## config.mk

```make
export PLATFORM = sky130hd
export DESIGN_NAME = qspi_master
export DESIGN_NICKNAME = d
export VERILOG_FILES = /design/src/rtl/qspi_pkg.sv /design/src/rtl/qspi_fifo.sv /design/src/rtl/qspi_seq.sv /design/src/rtl/qspi_master.sv
export SDC_FILE = /design/constraint.sdc
export NUM_CORES = 1
export LEC_CHECK = 0
export ABC_AREA = 0
export BUFFER_PORTS_ARGS = -buffer_cell sky130_fd_sc_hd__buf_2
export CELL_PAD_IN_SITES_DETAIL_PLACEMENT = 0
export CELL_PAD_IN_SITES_GLOBAL_PLACEMENT = 2
export CORE_ASPECT_RATIO = 0.7
export CORE_MARGIN = 3
export CORE_UTILIZATION = 29
export CTS_CLUSTER_DIAMETER = 100
export DETAILED_ROUTE_END_ITERATION = 10
export MAX_ROUTING_LAYER = met4
export PLACE_DENSITY_LB_ADDON = 0.1
export SYNTH_ARGS = -nofsm -noshare
export SYNTH_HDL_FRONTEND = slang
export SYNTH_SLANG_ARGS = --single-unit
```

## constraint.sdc

```tcl
create_clock -name clk -period 2.7 [get_ports clk]
set_input_delay 0.54 -clock clk [delete_from_list [all_inputs] [get_ports clk]]
set_output_delay 0.54 -clock clk [all_outputs]
set_load 0.05 [all_outputs]
```

## src/rtl/qspi_pkg.sv

```systemverilog
package qspi_pkg;

    localparam int ADDR_BITS = 32;

    localparam logic [2:0] SEL_CFG  = 3'd0;
    localparam logic [2:0] SEL_LEN  = 3'd1;
    localparam logic [2:0] SEL_ADDR = 3'd2;
    localparam logic [2:0] SEL_TXD  = 3'd3;
    localparam logic [2:0] SEL_FCLR = 3'd4;

    typedef struct packed {
        logic [3:0] thr;
        logic [7:0] instr;
        logic       rd;
        logic [4:0] dummy;
        logic [1:0] asize;
        logic [1:0] dmode;
        logic [1:0] amode;
        logic [1:0] imode;
    } cfg_t;

    typedef enum logic [2:0] {
        ST_IDLE, ST_LAUNCH, ST_INSTR, ST_ADDR, ST_DUMMY, ST_DATA, ST_END
    } st_e;

    function automatic cfg_t decode_cfg(logic [31:0] w);
        cfg_t c;
        c.imode = w[1:0];
        c.amode = w[3:2];
        c.dmode = w[5:4];
        c.asize = w[7:6];
        c.dummy = w[12:8];
        c.rd    = w[13];
        c.instr = w[23:16];
        c.thr   = w[27:24];
        return c;
    endfunction

    // next enabled phase strictly after s
    function automatic st_e next_phase(st_e s, cfg_t c);
        if (s < ST_INSTR && c.imode != 2'd0)      return ST_INSTR;
        else if (s < ST_ADDR && c.amode != 2'd0)  return ST_ADDR;
        else if (s < ST_DUMMY && c.dummy != 5'd0) return ST_DUMMY;
        else if (s < ST_DATA && c.dmode != 2'd0)  return ST_DATA;
        else                                      return ST_END;
    endfunction

endpackage

```

## src/rtl/qspi_fifo.sv

```systemverilog
module qspi_fifo #(
    parameter int DEPTH = 8,
    localparam int PW = $clog2(DEPTH),
    localparam int LW = $clog2(DEPTH + 1)
) (
    input  logic          clk,
    input  logic          rst,
    input  logic          push,
    input  logic [7:0]    din,
    input  logic          pop,
    output logic [7:0]    dout,
    output logic [LW-1:0] level,
    output logic          full,
    output logic          empty
);
    logic [7:0]    mem [DEPTH];
    logic [PW-1:0] wp, rp;
    logic          do_push, do_pop;

    assign full    = (level == LW'(DEPTH));
    assign empty   = (level == '0);
    assign do_push = push && !full;
    assign do_pop  = pop && !empty;
    assign dout    = mem[rp];

    always_ff @(posedge clk) begin
        if (rst) begin
            wp    <= '0;
            rp    <= '0;
            level <= '0;
        end else begin
            if (do_push) begin
                mem[wp] <= din;
                wp      <= (wp == PW'(DEPTH - 1)) ? '0 : wp + 1'b1;
            end
            if (do_pop)
                rp <= (rp == PW'(DEPTH - 1)) ? '0 : rp + 1'b1;
            if (do_push && !do_pop)
                level <= level + 1'b1;
            else if (do_pop && !do_push)
                level <= level - 1'b1;
        end
    end
endmodule

```

## src/rtl/qspi_seq.sv

```systemverilog
module qspi_seq
    import qspi_pkg::*;
#(
    parameter int LEN_W = 16
) (
    input  logic                 clk,
    input  logic                 rst,
    input  logic                 launch,
    input  cfg_t                 cfg,
    input  logic [LEN_W-1:0]     len,
    input  logic [ADDR_BITS-1:0] addr,
    input  logic                 tx_empty,
    input  logic                 rx_full,
    input  logic [7:0]           tx_byte,
    input  logic [3:0]           io_in,
    output logic                 pop_tx,
    output logic                 push_rx,
    output logic [7:0]           rx_byte,
    output logic                 done,
    output logic                 busy,
    output logic                 sclk,
    output logic                 cs_n,
    output logic [3:0]           io_out,
    output logic [3:0]           io_oe
);
    st_e              st, nxt;
    logic             half, need_ld;
    logic [5:0]       cyc, ld_cyc, abits;
    logic [LEN_W-1:0] bleft;
    logic [31:0]      shreg, ld_sh;
    logic [7:0]       rx_sh;
    logic [1:0]       cur_mode;
    logic             qd, load_slot, load_ok;
    logic [5:0]       byte_cyc;

    assign nxt = next_phase(st, cfg);
    assign abits = {1'b0, cfg.asize, 3'b000} + 6'd8;

    always_comb begin
        ld_sh  = '0;
        ld_cyc = '0;
        case (nxt)
            ST_INSTR: begin
                ld_sh  = {cfg.instr, 24'b0};
                ld_cyc = cfg.imode[1] ? 6'd2 : 6'd8;
            end
            ST_ADDR: begin
                ld_sh  = addr << (6'd32 - abits);
                ld_cyc = cfg.amode[1] ? (abits >> 2) : abits;
            end
            ST_DUMMY: ld_cyc = {1'b0, cfg.dummy};
            ST_DATA:  ld_cyc = cfg.dmode[1] ? 6'd2 : 6'd8;
            default:  ;
        endcase
    end

    always_comb begin
        case (st)
            ST_INSTR: cur_mode = cfg.imode;
            ST_ADDR:  cur_mode = cfg.amode;
            ST_DATA:  cur_mode = cfg.dmode;
            default:  cur_mode = 2'd0;
        endcase
    end

    assign qd        = cur_mode[1];
    assign byte_cyc  = cfg.dmode[1] ? 6'd2 : 6'd8;
    assign load_slot = (st == ST_DATA) && need_ld && !half;
    assign load_ok   = cfg.rd ? !rx_full : !tx_empty;
    assign pop_tx    = load_slot && load_ok && !cfg.rd;
    assign push_rx   = (st == ST_DATA) && half && (cyc == 6'd1) && cfg.rd;
    assign rx_byte   = rx_sh;
    assign done      = (st == ST_END);
    assign busy      = (st != ST_IDLE);
    assign cs_n      = (st == ST_IDLE);
    assign io_out    = qd ? shreg[31:28] : {3'b000, shreg[31]};

    always_comb begin
        if (st == ST_INSTR || st == ST_ADDR || (st == ST_DATA && !cfg.rd))
            io_oe = qd ? 4'hF : 4'h1;
        else
            io_oe = 4'h0;
    end

    always_ff @(posedge clk) begin
        if (rst) begin
            st      <= ST_IDLE;
            sclk    <= 1'b0;
            half    <= 1'b0;
            cyc     <= '0;
            bleft   <= '0;
            shreg   <= '0;
            rx_sh   <= '0;
            need_ld <= 1'b0;
        end else begin
            case (st)
                ST_IDLE: if (launch) st <= ST_LAUNCH;
                ST_LAUNCH: begin
                    st      <= nxt;
                    shreg   <= ld_sh;
                    cyc     <= ld_cyc;
                    need_ld <= (nxt == ST_DATA);
                    bleft   <= len;
                    half    <= 1'b0;
                end
                ST_END: st <= ST_IDLE;
                default: begin
                    if (load_slot) begin
                        if (load_ok) begin
                            need_ld <= 1'b0;
                            if (!cfg.rd) shreg <= {tx_byte, 24'b0};
                        end
                    end else if (!half) begin
                        sclk <= 1'b1;
                        half <= 1'b1;
                        if (st == ST_DATA && cfg.rd)
                            rx_sh <= qd ? {rx_sh[3:0], io_in} : {rx_sh[6:0], io_in[1]};
                    end else begin
                        sclk  <= 1'b0;
                        half  <= 1'b0;
                        shreg <= qd ? (shreg << 4) : (shreg << 1);
                        if (cyc == 6'd1) begin
                            if (st == ST_DATA && bleft != '0) begin
                                bleft   <= bleft - 1'b1;
                                cyc     <= byte_cyc;
                                need_ld <= 1'b1;
                            end else begin
                                st      <= nxt;
                                shreg   <= ld_sh;
                                cyc     <= ld_cyc;
                                need_ld <= (nxt == ST_DATA);
                                bleft   <= len;
                            end
                        end else begin
                            cyc <= cyc - 1'b1;
                        end
                    end
                end
            endcase
        end
    end
endmodule

```

## src/rtl/qspi_master.sv

```systemverilog
module qspi_master
    import qspi_pkg::*;
#(
    parameter int FIFO_DEPTH = 8,
    parameter int LEN_W = 16,
    localparam int LVL_W = $clog2(FIFO_DEPTH + 1)
) (
    input  logic             clk,
    input  logic             rst,
    input  logic             reg_we,
    input  logic [2:0]       reg_sel,
    input  logic [31:0]      reg_wdata,
    input  logic             rx_pop,
    output logic [7:0]       rx_data,
    output logic [LVL_W-1:0] rx_level,
    output logic             busy,
    output logic             tcf,
    output logic             fifo_thr,
    output logic             sclk,
    output logic             cs_n,
    output logic [3:0]       io_out,
    output logic [3:0]       io_oe,
    input  logic [3:0]       io_in
);
    cfg_t                 cfg_r;
    logic [LEN_W-1:0]     len_r;
    logic [ADDR_BITS-1:0] addr_r;
    logic                 wr_ok, launch, done;
    logic                 pop_tx, push_rx, sw_push;
    logic [7:0]           rx_byte, fifo_din;
    logic                 f_full, f_empty;
    cfg_t                 cfg_new;

    assign cfg_new = decode_cfg(reg_wdata);
    assign wr_ok   = reg_we && !busy;
    assign launch  = wr_ok && (((reg_sel == SEL_CFG) && (cfg_new.amode == 2'd0)) ||
                               ((reg_sel == SEL_ADDR) && (cfg_r.amode != 2'd0)));

    always_ff @(posedge clk) begin
        if (rst) begin
            cfg_r  <= '0;
            len_r  <= '0;
            addr_r <= '0;
            tcf    <= 1'b0;
        end else begin
            if (wr_ok && reg_sel == SEL_CFG)  cfg_r  <= cfg_new;
            if (wr_ok && reg_sel == SEL_LEN)  len_r  <= reg_wdata[LEN_W-1:0];
            if (wr_ok && reg_sel == SEL_ADDR) addr_r <= reg_wdata;
            if (done)
                tcf <= 1'b1;
            else if (reg_we && reg_sel == SEL_FCLR && reg_wdata[0])
                tcf <= 1'b0;
        end
    end

    assign sw_push  = reg_we && (reg_sel == SEL_TXD) && !push_rx;
    assign fifo_din = push_rx ? rx_byte : reg_wdata[7:0];
    assign fifo_thr = (rx_level != '0) && (int'(rx_level) >= int'(cfg_r.thr));

    qspi_fifo #(.DEPTH(FIFO_DEPTH)) fifo_i (
        .clk(clk), .rst(rst),
        .push(push_rx || sw_push), .din(fifo_din),
        .pop(pop_tx || rx_pop), .dout(rx_data),
        .level(rx_level), .full(f_full), .empty(f_empty)
    );

    qspi_seq #(.LEN_W(LEN_W)) seq_i (
        .clk(clk), .rst(rst), .launch(launch), .cfg(cfg_r),
        .len(len_r), .addr(addr_r),
        .tx_empty(f_empty), .rx_full(f_full), .tx_byte(rx_data),
        .io_in(io_in), .pop_tx(pop_tx), .push_rx(push_rx), .rx_byte(rx_byte),
        .done(done), .busy(busy), .sclk(sclk), .cs_n(cs_n),
        .io_out(io_out), .io_oe(io_oe)
    );
endmodule

```

# Word level (Yosys, flattened, before mapping)
# Memory sizes are Yosys's and may differ from the RTL's. A register that Yosys moved wholly into a read port is not among the register bits.
# Cells that the tools add are included.
dict set report word_totals {
  n_memories 1
  output_inout_bits 25
  input_bits 43
  reg_bits 153
  word_cells 196
  ram_bits 64
}
dict set report classes {
  reduce_logical 72
  addsub 8
  n_bitwise 4
  n_lt_le_gt_ge 5
  eq_ne 23
  n_mux 60
  shift 1
}
# name words width rd rd_ports_with_merged_regs write_ports line
set mem_list {}
lappend mem_list {fifo_i.mem 8 8 1 1 1 qspi_fifo.sv:16} ;# logic [7:0] mem [DEPTH];
# cell count
set op_table {}
lappend op_table {{32-bit 2-to-1 mux} 7}
lappend op_table {{32-bit one-hot mux with 2 select lines} 2}
lappend op_table {{16-bit 2-to-1 mux} 4}
lappend op_table {{3-bit 2-to-1 mux} 12}
lappend op_table {{16-bit one-hot mux with 2 select lines} 1}
lappend op_table {{32-bit by 6-bit << shifter with 32-bit output} 1}
lappend op_table {{1-bit logical AND} 30}
lappend op_table {{6-bit 2-to-1 mux} 5}
lappend op_table {{4-bit 2-to-1 mux} 7}
lappend op_table {{6-bit one-hot mux with 4 select lines} 1}
lappend op_table {{3-bit == test, second input constant} 7}
lappend op_table {{3-bit by 2-bit == test with 1-bit output, second input constant} 6}
lappend op_table {{8-bit 2-to-1 mux} 2}
lappend op_table {{4-bit AND reduction} 4}
lappend op_table {{16-bit nonzero test} 1}
lappend op_table {{16-bit by 1-bit subtractor with 16-bit output, second input constant} 1}
lappend op_table {{2-bit nonzero test} 7}
lappend op_table {{1-bit 2-to-1 mux} 13}
lappend op_table {{6-bit one-hot mux with 2 select lines} 1}
lappend op_table {{4-bit nonzero test} 3}
lappend op_table {{3-bit one-hot mux with 3 select lines} 1}
lappend op_table {{3-bit nonzero test} 3}
lappend op_table {{1-bit logical NOT} 8}
lappend op_table {{4-bit inequality test, second input constant} 2}
lappend op_table {{29 further kinds} 44}

# Depth between registers and ports, before layout
# Gate-level depths: netlist of the first run.
dict set report logic_depth {
  word_depth 13
  depth_mapped 14
  depth_no_buf 13
}

# By module
# From an unflattened synthesis of the first run, not the netlist that was laid out.
dict set report hier_totals {
  cells_unflattened 1113
  hier_area_um2 11543.6
}
# mod area_per_inst_um2 n_inst cells_per_inst
set modules_own_cells {}
lappend modules_own_cells {qspi_seq 5051.1 1 632}
lappend modules_own_cells {qspi_master 3323.2 1 314}
lappend modules_own_cells {qspi_fifo 3169.3 1 167}

# Worst setup path after synthesis of the first run
# Ideal clock, no wire load.
dict set report synth_path {
  path_type {reg2out}
  start {reg seq_i.st[2]}
  end {out io_oe[2]}
  stages_incl_launch_ff 8
  path_slack_ns -1.033
  t_arrival_ns 3.193
  n_path_buf 4
  required_time_ns 2.160
  cell_sequence {dfxtp_1 buf_2 buf_2 nand3b_1 clkbuf_1 o21ai_0 and2_1 buf_4}
}
dict set report synth_via {
  elab_chain_cells 4
}
# item line
set synth_lines {}
lappend synth_lines {{start, declared} qspi_seq.sv:26} ;# st_e st, nxt;
lappend synth_lines {{start signal, assigned} qspi_seq.sv:99} ;# st <= nxt;
lappend synth_lines {{start signal, assigned} qspi_seq.sv:128} ;# st <= nxt;
lappend synth_lines {{3-bit == test / 3-bit by 2-bit == test with 1-bit output (equally long branches)} {qspi_seq.sv:58, qspi_seq.sv:79}}
lappend synth_lines {{2-bit one-hot mux with 3 select lines (tied with other cells)} qspi_seq.sv:58} ;# case (st)
lappend synth_lines {{4-bit 2-to-1 mux / 1-bit logical OR (equally long branches)} {qspi_seq.sv:80, qspi_seq.sv:79}}
lappend synth_lines {{4-bit 2-to-1 mux (*)} qspi_seq.sv:79} ;# if (st == ST_INSTR || st == ST_ADDR || (st == ST_DATA && !cfg.rd))
lappend synth_lines {{end, declared} qspi_master.sv:22} ;# output logic [3:0] io_oe,
# Every way passes the cells marked *; elsewhere a longest branch is shown, timed or not.

==> results of run 1 <==
==> worst min-delay path: cells and delay by family <==
kind                   cells  cell delay (ns)
and+or+nand+nor            1             0.07
muxes                      1             0.05
buffers and inverters      1             0.07
==> per-layer routing <==
metal / up-vias / wire [microns] / track usage, % / part of all wire (%)
met5: - / 0 / - / 0
met4: 0 / 1049 / 5.222 / 2.6
met3: 57 / 1606 / 2.608 / 4.0
met2: 198 / 15910 / 26.47 / 40
met1: 4583 / 21650 / 31.83 / 54
li1: 4349 / - / - / -
==> worst paths after layout <==
path / start / end / slack (ns) / cells past startpoint
worst max-delay path: flip-flop / rx_data[6] / 0.07 / 4
worst min-delay path: reg_wdata[29] / addr_r[29]$_SDFFE_PP0P_ / 0.21 / 3
worst max register to register: seq_i.cyc[2]$_SDFFE_PP0P_ / fifo_i.level[3]$_SDFFE_PP0P_ / 0.15 / 11
worst min register to register: cfg_r[23]$_SDFFE_PP0P_ / cfg_r[23]$_SDFFE_PP0P_ / 0.45 / 2
==> power by group through the flow <==
stage / logic [uW] / registers (uW) / clock network (uW)
CTS: 4800 / 3860 / 3790
finish: 4850 / 3870 / 3690
floorplan: 2840 / 3980 / 0
detailed placement: 4560 / 3920 / 0
global route: 5200 / 3890 / 3920
global placement: 4610 / 3910 / 0
==> metrics by stage <==
stage          total power [uW]   TNS [ns]  hold WS (ns)  cells  util (%)
2_1_floorplan              6820          0        0.4363   1092         -
3_3_place_gp               8527          0        0.4464   1662     33.64
3_5_place_dp               8473          0        0.4501   1662     33.64
4_1_cts                   12450   -0.05214        0.1866   1717     36.67
5_1_grt                   13020  -0.006441        0.2085   1720     36.88
6_report                  12410          0        0.2146   1720     36.88
==> synthesized netlist by cell type, types with 7 or more instances <==
cell,n
a211oi_1,10
a21o_1,7
a21oi_1,61
a22o_1,47
a22oi_1,8
a311oi_1,13
buf_2,20
buf_4,9
clkbuf_1,50
dfxtp_1,156
edfxtp_1,64
ha_1,15
inv_1,23
mux2_2,28
mux2i_1,87
mux4_2,24
nand2_1,121
nand2b_1,13
nand3_1,8
nand3b_1,7
nor2_1,99
nor2b_1,8
nor3_1,16
nor4_1,10
o2111ai_1,17
o21ai_0,39
o22ai_1,7
or3_1,7
==> cells by family after synthesis <==
| family | count (synthesis) | share of synthesized area, % |
|---|---|---|
| fa+ha+maj | 16 | 1.860 |
| flops | 220 | 45.17 |
| compound gates | 268 | 17.61 |
| simple gates | 337 | 15.14 |
| xor+xnor | 6 | 0.4705 |
| buf+inv | 106 | 4.291 |
| mux | 139 | 15.46 |
==> layout make-up <==
cell class              count  share of cell area [%]
clock buffers              33                   5.209
clock inverters            12                   1.147
inverters                  24                  0.6501
multi-input cells         766                   42.06
flip-flops and latches    220                   36.47
well taps                 488                   4.406
repair buffers            177                   10.06
==> flip-flops by register name, summed over array words and instances (netlist names), 3 cells and up, named ones only <==
signal / cells
fifo_i.wp: 3
fifo_i.rp: 3
cfg_r: 26
seq_i.st: 3
seq_i.shreg: 32
seq_i.cyc: 6
len_r: 16
seq_i.rx_byte: 8
fifo_i.level: 4
addr_r: 32
seq_i.bleft: 16
fifo_i.mem: 64
==> what timing repair did <==
item / CTS / global route
pin swaps: 2 / 8
cloned: 1 / 0
resized for setup: 49 / 17
setup buffers: 9 / 4
setup endpoints to repair: 17 / 18
==> results.txt, run 1 <==
* Outcome: finished clean
- DR DRC count: 0
* Fraction of layout cells with a size suffix above 1: between 20% and 30%
* Half-perimeter wire length after placement: approximately 28 mm
- Layout-stage area growth over the synthesis result: 24.09%
- Timing analysis after detailed placement gives a worst setup slack of approximately 0.0016 ns.
- The number of antenna violations at the first check in global routing came to 0.
* Final worst clock skew: about 0.015 ns
- The core region is around 38,000 sq um.
* Reg power frac: between 30% and 40%
- Summed over all cells, the static leakage comes to a little under 0.005 uW.
- In this run the worst path has a maximum fanout of 8.
* WL/cell: roughly 23 microns
* Overall routing resource usage: around 20%
* Fraction of post-synthesis cell area in the top cell type by area: 27.96%
- Internal power: about 7600 uW
- Number of distinct library cell variants in the gate-level netlist after synthesis: 81
- Number of input and output port buffers inserted: 67
- After layout, the worst setup slack is 0.07193 ns.
- Number of top-level pins: slightly below 70
- Routed via count: 9,187
- Max-cap violations in this run came to 0.
- Summing all non-filler instances in the final layout gives an area of approximately 14,000 sq um.
- For this run, the detailed router's first-pass iteration total came to 5.
- Summing all flip-flop and latch instances after layout gives a little over 5000 sq um.
- Post-synth net total: roughly 1,200
- Class of the tightest hold or removal check: input pin to flip-flop
* Total Wirelength: 40.21 mm
* Iteration-0 DRC Markers: 727
* Ordered cell list for the critical path: buf_12 -> mux4_2 -> mux2_4 -> buf_4
- Pin slew with the least headroom to its limit: between 1 and 1.5 ns
* Cell with the largest stage delay on the worst path: mux4_2
- Sequential element share of the synthesized area: a little under half
- In this run the deepest clock path goes through 3 buffers.
- Instance count of the mapped netlist: 1,092
- Die Span X: roughly 240 microns
- Number of buffers added by the clock tree synthesis step: 25
- Core Rows: 59
* # clock sinks: 220
* Commonest cells after routing, fill and taps aside: 151 x dfxtp_1, 121 x nand2_1, 103 x buf_4, 99 x nor2_1, 86 x mux2i_1
* Gp weighted congestion: 0.8030
* Via count of the first global-routing pass: about 8,800
- Diodes inserted: 0
* Instance area at placement: between 10,000 and 15,000 sq um
* Part of the total power dissipated in the clock network: between 20% and 30%
* Post-detailed-route count of antenna-violating nets: 0
- The clock reaches the later pin of the worst-skew pair after 0.56 ns.
* Setup Crit Path Kind: flip-flop to output port
- Combinational share of power: 39.1%
- The cell area that synthesis handed to floorplanning was between 10,000 and 15,000 sq um.
* Avg Inst Size Synth: 10.23 sq um
* Number of synthesized register bits: between 200 and 250
- The most used flip-flop cell after synthesis is dfxtp_1.
- Worst Path Required: ~2.2 ns
- Remaining Overflow, GRT: 0
- Power spread over the standard cell area amounts to approximately 900 nW/um^2.
* Leading post-synthesis cells by cell area: dfxtp_1 28%, edfxtp_1 17%, mux2i_1 7.8%, mux4_2 4.8%, nand2_1 4.1%
- In this run the number of H-tree levels came out at 1.
* Family of cells with the greatest summed delay on the critical path: multiplexers
* Count of synthesis-stage warnings from yosys: 0
- The die covers ~41,000 sq um.
- Timing would allow up to between 0.3 and 0.4 GHz.
- Crit end category: output port
* Clock period minus worst slack: 2.628 ns
* Fillers: roughly 3,700
- Post-CTS Hold Buffers: 0
- In this run, synthesis inferred 64 flip-flops with an integrated enable.
- The final number of hold-violating endpoints was 0.
- First-pass GRT wire length: 60.12 mm
- # setup viols final: 0
* Post-detailed-route via-to-cell ratio: around 5.3
- Clock tree from TritonCTS: done
- Entering global routing, the biggest net connects 65 pins.
- The number of buffers and inverters on the critical path is 2.
* Die H: ~170 microns
- In this run the tightest slew margin relative to its limit is approximately 16%.
- Root Buffer: clkbuf_16
- Switch Pwr: 4817 uW
* Sw Ratio: between 30% and 40%
- STA classifies the critical path startpoint as a flip-flop.
* Max Slew Vio Count: 0
* IR drop worst, VDD: ~0.61 mV
- In the final design database the tool counted ~1,300 nets.
- CP max stage delay: 0.49 ns
* Synth async-reset ratio: 0%
- Summed over all instances, the cell type with the most area after synthesis is dfxtp_1.
- Effective utilization at floorplan: between 20% and 30%
* Most common cell after layout, fill and taps aside: dfxtp_1
- After clock tree synthesis, the clock-pin slew on the worst setup and hold paths is 0.06 ns.
* Area taken by multi-input logic gates: 5829 sq um
- Of the available clock period, the critical path in the final layout requires 97.34%.
- Arrival time at the worst endpoint: around 2.1 ns
No activity file was read; power rests on OpenSTA's default activity.
==> run 2: changes to the inputs <==
--- a/config.mk
+++ b/config.mk
@@ -7,11 +7,11 @@
 export LEC_CHECK = 0
 export ABC_AREA = 0
 export BUFFER_PORTS_ARGS = -buffer_cell sky130_fd_sc_hd__buf_2
-export CELL_PAD_IN_SITES_DETAIL_PLACEMENT = 0
+export CELL_PAD_IN_SITES_DETAIL_PLACEMENT = 1
 export CELL_PAD_IN_SITES_GLOBAL_PLACEMENT = 2
 export CORE_ASPECT_RATIO = 0.7
 export CORE_MARGIN = 3
-export CORE_UTILIZATION = 29
+export CORE_UTILIZATION = 36
 export CTS_CLUSTER_DIAMETER = 100
 export DETAILED_ROUTE_END_ITERATION = 10
 export MAX_ROUTING_LAYER = met4
==> run 2 against run 1 <==
  * Clock-buffer cell count is 1 higher
  * Fmax fell by 0.43%
  * Routed wire length decreased by 3.8%
  * Final cell count shrank 5.4%
  * Design area fell by 2.0%
  * Core utilization rose by 7.9 points
  * Largest cell class unchanged
  * Largest power group unchanged
  * Highest routed layer unchanged
==> results.txt, run 2 (same netlist as run 1, synthesis figures left out) <==
- Die footprint: roughly 33,000 sq um
* Pin count of the biggest net entering global routing: 38
- Clock tree synthesis selected as its root buffer the cell clkbuf_16.
* Max Fanout on Critical Path: 8
* Max FFs per register: 64
* DR DRC count: 0
- Critical Path Source Type: flip-flop
* Overall routing resource usage: roughly a quarter
* Number of top-level pins: 68
* Clock period minus worst slack: 2.639 ns
- Number of buffers added by the clock tree synthesis step: 25
- CTS built an H-tree with a depth of 1.
* Clock-pin slew of the registers on the worst-case setup and hold paths: 0.06 ns
* Register name with the most flops: fifo_i.mem
- Data on the critical path arrives at its endpoint at 2.10 ns.
- Clock tree from TritonCTS: done
- Once detail routing completed, the nets flagged for antenna violations numbered 0.
- Largest registers: fifo_i.mem x64, addr_r x32, seq_i.shreg x32
- Setup Crit Path Kind: flip-flop to output port
- Commonest cells after routing, fill and taps aside: 151 x dfxtp_1, 120 x nand2_1, 99 x nor2_1, 87 x buf_4, 86 x mux2i_1
- PwrDens: roughly 900 nW/um^2
* IR drop worst, VDD: between 1 and 1.5 mV
* Half-perimeter wire length after placement: 27.53 mm
- After floorplanning, the core was sized to cover between 30,000 and 40,000 sq um.
* Total Neg Setup Slack: 0 ns
- Number of antenna violations at the first check in global routing: 0
* Crit end category: output port
- Number of input and output port buffers inserted: 67
* Outcome: finished clean
- In this run, post-CTS hold repair placed 0 buffers.
- The first detailed-routing pass took 5 iterations.
- Via count of the first global-routing pass: 9,154
* Number of max-cap violations: 0
- On the final layout, the worst clock skew is approximately 0.015 ns.
- Die Span X: roughly 220 microns
* Most common cell after layout, fill and taps aside: dfxtp_1
- After global routing the overflow that remains totals 0.
* Routed via count: 9,168
* Post-detailed-route via-to-cell ratio: 5.635
- Hold_ws: 0.2330 ns
* Final Cycle Share: 97.75%
* Class of the tightest hold or removal check: input pin to flip-flop
- Setup repair after global routing missed its margin: true
* Total Wirelength: about 39 mm
* Post-layout nets: roughly 1,300
- Fraction of layout cells with a size suffix above 1: between 20% and 30%
* # setup viols final: 0
- First-pass GRT wire length: about 60 mm
- Layout-stage area growth over the synthesis result: 21.55%
* Max Slew Vio Count: 0
- Pin slew with the least headroom to its limit: roughly 1.3 ns
- Deepest clock path buffer count: 3
- Core Rows: 53
- Worst-skew pair later-pin latency: 0.55 ns
* WL/cell: around 24 microns
* Headroom to the max-slew limit: about 14%
- The detailed router finished its first iteration with 621 violations.
- For this run, the top clock speed supported by timing is 0.3789 GHz.
* # clock sinks: 220
- Diodes inserted: 0
- In this run the static leakage power is slightly below 0.005 uW.
- Gp weighted congestion: 0.8376
- The final number of hold-violating endpoints is 0.
- Once the floorplan was initialized, standard cells occupied 36.85% of the core.
* Die H: 153.4 microns
- For the worst setup path, the data required time is about 2.2 ns.
[run 2: cell types whose count changed in the layout (fill, tap and decap cells not counted), sizes merged]
cell	before	now
clkbuf	33	36
bufinv	3	4
buf	177	158
clkinv	6	4
[run 2: timing repair]
item	in CTS	in global routing
cloned	1	0
gates resized for setup	32	24
pin swaps	0	7
endpoints found under the setup margin	17	15
buffers inserted	3	2
[run 2: where the power goes]
part	switching (uW)	internal, uW
logic	2990	1710
clock network	1460	2180
registers	270	3620
[run 2: cell type report]
type / instances / area (sq um)
Fill cell: 3387 / 16730
Sequential cell: 220 / 5054
Tap cell: 412 / 515.5
Clock inverter: 11 / 173.9
Clock buffer: 34 / 689.4
Inverter: 24 / 90.09
Multi-Input combinational cell: 766 / 5821
Timing Repair Buffer: 160 / 1232
[run 2: worst paths after layout]
| check | slack, ns | end | from | cells past startpoint |
|---|---|---|---|---|
| setup / recovery | 0.06 | rx_data[1] | flip-flop | 4 |
| hold / removal | 0.23 | addr_r[29]$_SDFFE_PP0P_ | reg_wdata[29] | 3 |
| setup reg to reg | 0.12 | fifo_i.level[3]$_SDFFE_PP0P_ | seq_i.cyc[1]$_SDFFE_PP0P_ | 13 |
| hold reg to reg | 0.45 | cfg_r[24]$_SDFFE_PP0P_ | cfg_r[24]$_SDFFE_PP0P_ | 2 |
[run 2: critical path: stages (launching register included)]
cell     delay [ns]
dfxtp_4        0.39
buf_12         0.15
mux4_2         0.50
mux2_2         0.31
buf_4          0.20
[run 2: per-layer routing]
metal,track usage (%),part of all wire [%],up-vias
met3,3.438,4.9,38
met5,-,0,-
met2,32.33,41,206
li1,-,-,4307
met1,37.05,52,4617
met4,4.624,2.1,0
[run 2: metrics by stage]
stage | util (%) | power [uW] | worst slack [ns] | instance area (sq um) | instances
after floorplan | - | 6820 | 0.01343 | 11240 | 1092
after global placement | 41.10 | 8401 | 0.03311 | 12460 | 1576
after detailed placement | 41.10 | 8385 | -0.008452 | 12460 | 1576
after CTS | 44.42 | 12200 | 0.0003746 | 13460 | 1625
after global routing | 44.80 | 12860 | -0.05528 | 13580 | 1627
final | 44.80 | 12220 | 0.06064 | 13580 | 1627
